==> src/rtl/stripe_pkg.sv <==
package stripe_pkg;
  localparam int NCH = 3;
  typedef enum logic [1:0] {
    CNT_ZERO  = 2'd0,
    CNT_ONE   = 2'd1,
    CNT_TWO   = 2'd2,
    CNT_THREE = 2'd3
  } chan_cnt_e;
endpackage

==> src/rtl/stripe_divmod3.sv <==
module stripe_divmod3 #(
  parameter int W = 25
) (
  input  logic [W-1:0] val,
  output logic [W-1:0] quo,
  output logic [1:0]   rem
);
  logic [1:0] r [W:0];

  assign r[W] = 2'd0;

  for (genvar i = W - 1; i >= 0; i--) begin : g_step
    logic [2:0] part;
    logic       ge;
    assign part   = {r[i+1], val[i]};
    assign ge     = (part >= 3'd3);
    assign quo[i] = ge;
    assign r[i]   = ge ? 2'(part - 3'd3) : part[1:0];
  end

  assign rem = r[0];
endmodule

==> src/rtl/stripe_route.sv <==
module stripe_route
  import stripe_pkg::*;
#(
  parameter int BLK_W = 25,
  parameter int OFS_W = 7
) (
  input  logic [BLK_W-1:0]       blk,
  input  logic [OFS_W-1:0]       ofs,
  input  logic [1:0]             cnt,
  input  logic [BLK_W-1:0]       size_blk,
  output logic [NCH-1:0]         sel,
  output logic [BLK_W+OFS_W-1:0] loc,
  output logic                   oor
);
  localparam logic [BLK_W-1:0] CAP_BLK = BLK_W'(1) << (BLK_W - 1);

  logic [BLK_W-1:0] q3;
  logic [1:0]       r3;
  logic [BLK_W-1:0] lim_eff;
  logic [BLK_W-1:0] lblk;
  logic [1:0]       idx;

  stripe_divmod3 #(.W(BLK_W)) u_div3 (
    .val (blk),
    .quo (q3),
    .rem (r3)
  );

  always_comb begin
    lim_eff = (size_blk > CAP_BLK) ? CAP_BLK : size_blk;
    oor     = (blk >= lim_eff);
    case (chan_cnt_e'(cnt))
      CNT_THREE: begin
        idx  = r3;
        lblk = q3;
      end
      CNT_TWO: begin
        idx  = {1'b0, blk[0]};
        lblk = blk >> 1;
      end
      default: begin
        idx  = 2'd0;
        lblk = blk;
      end
    endcase
    sel = '0;
    loc = '0;
    if (!oor) begin
      sel[idx] = 1'b1;
      loc      = {lblk, ofs};
    end
  end
endmodule

==> src/rtl/stripe_oreg.sv <==
module stripe_oreg #(
  parameter int W = 36
) (
  input  logic         clk,
  input  logic         rst_n,
  input  logic         run,
  input  logic         in_valid,
  output logic         in_ready,
  input  logic [W-1:0] in_data,
  output logic         out_valid,
  input  logic         out_ready,
  output logic [W-1:0] out_data
);
  logic         vld_q, vld_d;
  logic [W-1:0] dat_q;
  logic         load;

  assign in_ready = run && (!vld_q || out_ready);
  assign load     = in_valid && in_ready;

  always_comb begin
    vld_d = vld_q;
    if (in_ready) vld_d = in_valid;
  end

  always_ff @(posedge clk or negedge rst_n) begin
    if (!rst_n) vld_q <= 1'b0;
    else        vld_q <= vld_d;
  end

  always_ff @(posedge clk) begin
    if (load) dat_q <= in_data;
  end

  assign out_valid = vld_q;
  assign out_data  = dat_q;
endmodule

==> src/rtl/addr_stripe_map.sv <==
module addr_stripe_map
  import stripe_pkg::*;
#(
  parameter int ADDR_W = 32,
  parameter int OFS_W  = 7,
  parameter int BLK_W  = ADDR_W - OFS_W
) (
  input  logic              clk,
  input  logic              rst_n,
  input  logic              in_valid,
  output logic              in_ready,
  input  logic [ADDR_W-1:0] in_addr,
  input  logic [1:0]        cfg_chan_cnt,
  input  logic [BLK_W-1:0]  cfg_size_blk,
  output logic              out_valid,
  input  logic              out_ready,
  output logic [NCH-1:0]    out_sel,
  output logic [ADDR_W-1:0] out_addr,
  output logic              out_oor
);
  localparam int DW = NCH + ADDR_W + 1;

  logic [1:0]        rst_sync;
  logic              run;
  logic [NCH-1:0]    m_sel;
  logic [ADDR_W-1:0] m_loc;
  logic              m_oor;
  logic [DW-1:0]     o_data;

  always_ff @(posedge clk or negedge rst_n) begin
    if (!rst_n) rst_sync <= 2'b00;
    else        rst_sync <= {rst_sync[0], 1'b1};
  end
  assign run = rst_sync[1];

  stripe_route #(.BLK_W(BLK_W), .OFS_W(OFS_W)) u_route (
    .blk      (in_addr[ADDR_W-1:OFS_W]),
    .ofs      (in_addr[OFS_W-1:0]),
    .cnt      (cfg_chan_cnt),
    .size_blk (cfg_size_blk),
    .sel      (m_sel),
    .loc      (m_loc),
    .oor      (m_oor)
  );

  stripe_oreg #(.W(DW)) u_oreg (
    .clk       (clk),
    .rst_n     (rst_n),
    .run       (run),
    .in_valid  (in_valid),
    .in_ready  (in_ready),
    .in_data   ({m_sel, m_loc, m_oor}),
    .out_valid (out_valid),
    .out_ready (out_ready),
    .out_data  (o_data)
  );

  assign {out_sel, out_addr, out_oor} = o_data;
endmodule

==> config.mk <==
export PLATFORM = sky130hd
export DESIGN_NAME = addr_stripe_map
export DESIGN_NICKNAME = d
export VERILOG_FILES = /design/src/rtl/stripe_pkg.sv /design/src/rtl/stripe_divmod3.sv /design/src/rtl/stripe_route.sv /design/src/rtl/stripe_oreg.sv /design/src/rtl/addr_stripe_map.sv
export SDC_FILE = /design/constraint.sdc
export NUM_CORES = 1
export LEC_CHECK = 0
export ABC_CLOCK_PERIOD_IN_PS = 3650
export BUFFER_PORTS_ARGS = -buffer_cell sky130_fd_sc_hd__buf_4
export CORE_UTILIZATION = 55
export CTS_BUF_LIST = sky130_fd_sc_hd__clkbuf_4 sky130_fd_sc_hd__clkbuf_8
export DETAILED_ROUTE_END_ITERATION = 12
export PLACE_DENSITY = 0.88
export SETUP_SLACK_MARGIN = 0.3
export SLEW_MARGIN = 10
export SYNTH_ARGS = -nofsm -noshare
export SYNTH_HDL_FRONTEND = slang
export SYNTH_HIERARCHICAL = 1
export SYNTH_SLANG_ARGS = --single-unit
==> constraint.sdc <==
create_clock -name clk -period 3.65 [get_ports clk]
set_clock_uncertainty 0.05 [all_clocks]
set_input_delay 0 -clock clk [delete_from_list [all_inputs] [get_ports clk]]
set_output_delay 0 -clock clk [all_outputs]
set_load 0.02 [all_outputs]
==> metrics.txt, run 1 <==
# TYPE chip_impl_metric gauge
chip_impl_metric{name="ys_ff_latch",unit=""} 39
chip_impl_metric{name="boundaryPins",unit=""} 101
chip_impl_info{name="synth_area_leaders",value="edfxtp_1 (20%), ha_1 (11%), mux2i_1 (7.0%)"} 1
chip_impl_info{name="stop_stage",value="global routing"} 1
chip_impl_metric{name="synth_edf_count",unit=""} 36
chip_impl_metric{name="port_buffers",unit=""} 100
chip_impl_info{name="outcome",value="did not finish"} 1
chip_impl_metric{name="syn-mean-instance-area",unit="um2"} 8.28
chip_impl_metric{name="mapped_nets",unit=""} 751
chip_impl_info{name="synth_commonest_cells",value="nor2_1 (80), nand2_1 (63), ha_1 (48), a21oi_1 (38), mux2i_1 (37)"} 1
chip_impl_metric{name="mappedNetlistArea",unit="um2"} 5300
chip_impl_info{name="stop_err",value="[ERROR GRT-0232] Routing congestion too high. Check the congestion heatmap in the GUI."} 1
chip_impl_metric{name="synthCells",unit=""} 640
chip_impl_metric{name="rows",unit=""} 35
chip_impl_metric{name="chipHeight",unit="um"} 100
chip_impl_metric{name="synth-warning-count",unit=""} 6
chip_impl_info{name="post-synth-top-area-cell",value="edfxtp_1"} 1
chip_impl_metric{name="largest_net_degree_at_the_start_of_global_routing",unit=""} 54
chip_impl_metric{name="globalRouteOverflowTotal",unit=""} 776
chip_impl_info{name="cts-root-buf",value="clkbuf_8"} 1
chip_impl_metric{name="netlist.area_leader.share",unit="%"} 20.4
chip_impl_metric{name="synth-seq-area-share",unit="%"} 21.8
chip_impl_metric{name="global_route.usage.total",unit="%"} 95.1
chip_impl_info{name="synth_flop_cell",value="edfxtp_1"} 1
chip_impl_metric{name="cts_buffer_depth",unit=""} 2
chip_impl_metric{name="synth_cell_type_count",unit=""} 81
chip_impl_metric{name="place.detailed.hpwl",unit="mm"} 13.3
chip_impl_metric{name="die_width",unit="um"} 100
chip_impl_metric{name="clock-sinks",unit=""} 39
chip_impl_metric{name="dpl-instance-area",unit="um2"} 7390
chip_impl_metric{name="synth-async-reset-ratio",unit="%"} 7.69
chip_impl_metric{name="cts_inserted_buffers",unit=""} 5
chip_impl_metric{name="htree_num_levels",unit=""} 2
chip_impl_metric{name="initial_core_utilization",unit="%"} 57.0
chip_impl_metric{name="gp_congestion",unit=""} 0.911
chip_impl_info{name="synthMostInstantiatedCell",value="nor2_1"} 1
-- through the flow --
step / setup slack, ps / instances
4_1_cts: -15360 / 1062
3_5_place_dp: -16330 / 973
3_3_place_gp: -15340 / 973
2_1_floorplan: -16010 / 640
-- metal layers --
| layer | global-route usage [%] | GRT overflow |
|---|---|---|
| met1 | 85.8 | 5 |
| met2 | 130 | 605 |
| met3 | 64.3 | 1 |
| met4 | 113 | 165 |
| met5 | 10.3 | 0 |
-- logic make-up after synthesis --
group / Yosys count / synth area share [%]
AND/OR/NAND/NOR: 257 / 24.0
AO/OA/AOI/OAI: 180 / 27.5
buffers and inverters: 72 / 7.23
adder cells (fa/ha/maj): 48 / 11.3
multiplexers: 40 / 7.63
flip-flops: 39 / 21.8
other: 2 / 0.142
XOR/XNOR: 2 / 0.331
-- timing repair --
action / 4_1_cts
gates resized for setup: 80
pin swaps: 110
buffers inserted: 71
hold buffers: 10
endpoints found under the hold margin: 10
endpoints found under the setup margin: 22
==> run 2, diff against run 1 <==
Settings changed: CORE_UTILIZATION 55 to 40, CTS_BUF_LIST sky130_fd_sc_hd__clkbuf_4 sky130_fd_sc_hd__clkbuf_8 to not set, PLACE_DENSITY 0.88 to not set, PLACE_DENSITY_LB_ADDON set to 0.15, SETUP_SLACK_MARGIN 0.3 to not set.
==> run 2 against run 1 <==
Net effect:
- the flow now finishes, with violations (setup timing)
- area after synthesis unchanged
- synthesized cell count stayed put
==> metrics.txt, run 2 <==
# TYPE chip_impl_metric gauge
chip_impl_metric{name="synth_edf_count",unit=""} 36
chip_impl_metric{name="cts_buffer_depth",unit=""} 2
chip_impl_metric{name="synth-async-reset-ratio",unit="%"} 7.69
chip_impl_metric{name="chipHeight",unit="um"} 117
chip_impl_metric{name="total_power_consumption_of_the_routed_design",unit="mW"} 5.94
chip_impl_metric{name="setup_viol_count_final",unit=""} 22
chip_impl_metric{name="final_cell_count_no_fill",unit=""} 1108
chip_impl_metric{name="netlist.area_leader.share",unit="%"} 20.4
chip_impl_metric{name="synth-seq-area-share",unit="%"} 21.8
chip_impl_metric{name="rows",unit=""} 41
chip_impl_info{name="synthMostInstantiatedCell",value="nor2_1"} 1
chip_impl_metric{name="maxCapViolations",unit=""} 0
chip_impl_metric{name="ir_worst_vdd",unit="mV"} 0.515
chip_impl_metric{name="insertion_delay",unit="ps"} 280
chip_impl_metric{name="critPathMaxFanout",unit=""} 6
chip_impl_metric{name="final_hold_viol_count",unit=""} 0
chip_impl_metric{name="largest_net_degree_at_the_start_of_global_routing",unit=""} 54
chip_impl_info{name="post-synth-top-area-cell",value="edfxtp_1"} 1
chip_impl_metric{name="cp_slowest_stage_delay",unit="ps"} 410
chip_impl_metric{name="clkSlewWorstSetupHoldPaths",unit="ps"} 80
chip_impl_metric{name="place.detailed.hpwl",unit="mm"} 12.3
chip_impl_metric{name="port_buffers",unit=""} 100
chip_impl_metric{name="drive_above_1_share",unit="%"} 54.1
chip_impl_metric{name="power_density",unit="nW/um2"} 667
chip_impl_metric{name="initial_core_utilization",unit="%"} 41.5
chip_impl_metric{name="final_net_count",unit=""} 1046
chip_impl_info{name="most_common_cell_after_layout_fill_and_taps_aside",value="buf_4"} 1
chip_impl_info{name="synth_flop_cell",value="edfxtp_1"} 1
chip_impl_metric{name="core_area",unit="um2"} 12800
chip_impl_metric{name="area_overhead_of_the_layout_relative_to_synthesis",unit="%"} 68.3
chip_impl_metric{name="power_leakage",unit="nW"} 3.91
chip_impl_metric{name="die_width",unit="um"} 117
chip_impl_info{name="synth_area_leaders",value="edfxtp_1 (20%), ha_1 (11%), mux2i_1 (7.0%)"} 1
chip_impl_metric{name="drt.antenna.violating_nets",unit=""} 0
chip_impl_metric{name="boundaryPins",unit=""} 101
chip_impl_metric{name="avgRoutedWirePerCell",unit="um"} 16.7
chip_impl_info{name="crit_path_frequent_cell",value="ha_4"} 1
chip_impl_metric{name="place_inst",unit=""} 1018
chip_impl_info{name="cts-root-buf",value="clkbuf_16"} 1
chip_impl_info{name="outcome",value="finished, violations left"} 1
chip_impl_metric{name="globalRouteOverflowTotal",unit=""} 0
chip_impl_metric{name="detail_route.drc_violations",unit=""} 0
chip_impl_metric{name="worst_setup_slack_final",unit="ps"} -15620
chip_impl_metric{name="ys_ff_latch",unit=""} 39
chip_impl_metric{name="cp_data_arrival_time",unit="ps"} 19260
chip_impl_info{name="setup.worst_path.start_class",value="primary input"} 1
chip_impl_metric{name="slew-limit-headroom",unit="%"} 50.5
chip_impl_info{name="rsz0062_at_grt",value="true"} 1
chip_impl_metric{name="num_antenna_cells",unit=""} 0
chip_impl_metric{name="dr_total_vias",unit=""} 6112
chip_impl_metric{name="global_route.usage.total",unit="%"} 26.3
chip_impl_info{name="tritoncts",value="built"} 1
chip_impl_metric{name="mappedNetlistArea",unit="um2"} 5300
chip_impl_metric{name="cp.required",unit="ps"} 3640
chip_impl_metric{name="synthCells",unit=""} 640
chip_impl_metric{name="min_period",unit="ps"} 19270
chip_impl_metric{name="synth_cell_type_count",unit=""} 81
chip_impl_metric{name="htree_num_levels",unit=""} 2
chip_impl_metric{name="area_of_the_die",unit="um2"} 13700
chip_impl_metric{name="fmax",unit="GHz"} 0.0519
chip_impl_metric{name="mapped_nets",unit=""} 751
chip_impl_info{name="synth_commonest_cells",value="nor2_1 (80), nand2_1 (63), ha_1 (48), a21oi_1 (38), mux2i_1 (37)"} 1
chip_impl_metric{name="number_of_global_route_vias_before_repair",unit=""} 6132
chip_impl_metric{name="drt_pass1_iterations",unit=""} 5
chip_impl_metric{name="synth-warning-count",unit=""} 6
chip_impl_metric{name="cts_inserted_buffers",unit=""} 5
chip_impl_metric{name="number_of_antenna_violations_at_the_first_check_in_global_routing",unit=""} 0
chip_impl_info{name="violations",value="setup timing"} 1
chip_impl_metric{name="largest_register_ffs",unit=""} 36
chip_impl_info{name="most_used_cells_in_the_layout_excluding_fill_and_tap_cells",value="buf_4 (297), nor2_1 (63), nand2_1 (58), edfxtp_1 (36), mux2i_1 (29)"} 1
chip_impl_metric{name="grt_pass1_wl",unit="mm"} 28.4
chip_impl_info{name="setup.worst_path.class",value="primary input to flip-flop"} 1
chip_impl_metric{name="tightest_pin_transition",unit="ps"} 740
chip_impl_metric{name="drt-vias-per-instance",unit=""} 5.52
chip_impl_metric{name="rrSetupSlack",unit="ps"} 1770
chip_impl_info{name="hp-class",value="primary input to flip-flop"} 1
chip_impl_metric{name="final_min_period_over_clock_period",unit="%"} 528
chip_impl_info{name="critPathCaptureType",value="flip-flop"} 1
chip_impl_metric{name="clock-sinks",unit=""} 39
chip_impl_metric{name="timing.final.max_slew_violations",unit=""} 0
chip_impl_metric{name="drtIter0Drc",unit=""} 241
chip_impl_metric{name="post_detailed_routing_wire_length",unit="mm"} 18.6
chip_impl_info{name="critPathSlowestCell",value="or3_4"} 1
chip_impl_metric{name="gp_congestion",unit=""} 0.919
chip_impl_metric{name="syn-mean-instance-area",unit="um2"} 8.28
run 2: cell counts after synthesis:
No cell type changed its count.
run 2: critical path: cells and delay by family:
| family | cells | cell delay, ps |
|---|---|---|
| compound gates | 42 | 6600 |
| xor+xnor | 1 | 160 |
| fa+ha+maj | 23 | 4660 |
| buf+inv | 9 | 1000 |
| mux | 5 | 950 |
| simple gates | 39 | 5880 |
run 2: timing repair:
item                                    in CTS  in global routing
hold buffers                                11                  0
resized for setup                           72                 64
pin swaps                                   87                 67
endpoints found under the setup margin      22                 22
hold endpoints to repair                    11                  0
setup buffers                               60                 26
run 2: final timing paths:
path	from	cells past startpoint	endpoint
worst max register to register	rst_sync[1]	3	u_oreg/out_data[4]
min in group asynchronous	rst_n	3	u_oreg/out_valid
max in group asynchronous	rst_n	3	rst_sync[0]
worst min register to register	rst_sync[0]	0	rst_sync[1]
worst max-delay path	in_addr[30]	119	u_oreg/out_data[34]
worst min-delay path	in_addr[9]	3	u_oreg/out_data[10]
run 2: where the power goes:
group	total [mW]	switching (mW)	internal [mW]	leakage [nW]
sequential	0.548	0.0102	0.537	0.374
clock	0.469	0.215	0.253	0.0658
combinational	4.93	2.20	2.73	3.47
run 2: final cells by class:
class                           count  area (um2)
Multi-Input combinational cell    529        4630
Fill cell                         949        3860
Timing Repair Buffer              337        2680
Sequential cell                    39        1160
Tap cell                          172         215
Clock buffer                        5         125
Inverter                           23        88.8
Clock inverter                      3        20.0
run 2: through the flow:
step	utilization (%)	hold WS [ps]	TNS, ps	area (um2)	setup WS, ps
3_3_place_gp	58.5	-259	-208550	7480	-15660
3_5_place_dp	58.5	-258	-216760	7480	-16270
6_report	69.8	123	-204900	8910	-15620
5_1_grt	69.8	122	-219140	8910	-16510
4_1_cts	66.7	119	-200120	8520	-15230
2_1_floorplan	-	-346	-210050	5650	-16010
run 2: cell families after synthesis:
group,Yosys count,synth area share [%]
XOR/XNOR,2,0.331
adder cells (fa/ha/maj),48,11.3
AO/OA/AOI/OAI,180,27.5
buffers and inverters,72,7.23
multiplexers,40,7.63
other,2,0.142
flip-flops,39,21.8
AND/OR/NAND/NOR,257,24.0
run 2: layer usage:
metal	vias to the layer above	GRT usage, %	part of all wire [%]	wire length, um
met5	-	0	0	0
met4	0	10.3	2.9	531
met3	45	3.50	4.4	821
met2	193	48.4	51	9380
met1	2898	31.0	42	7820
li1	2976	-	-	-
Power figures use the tool's default switching activity.
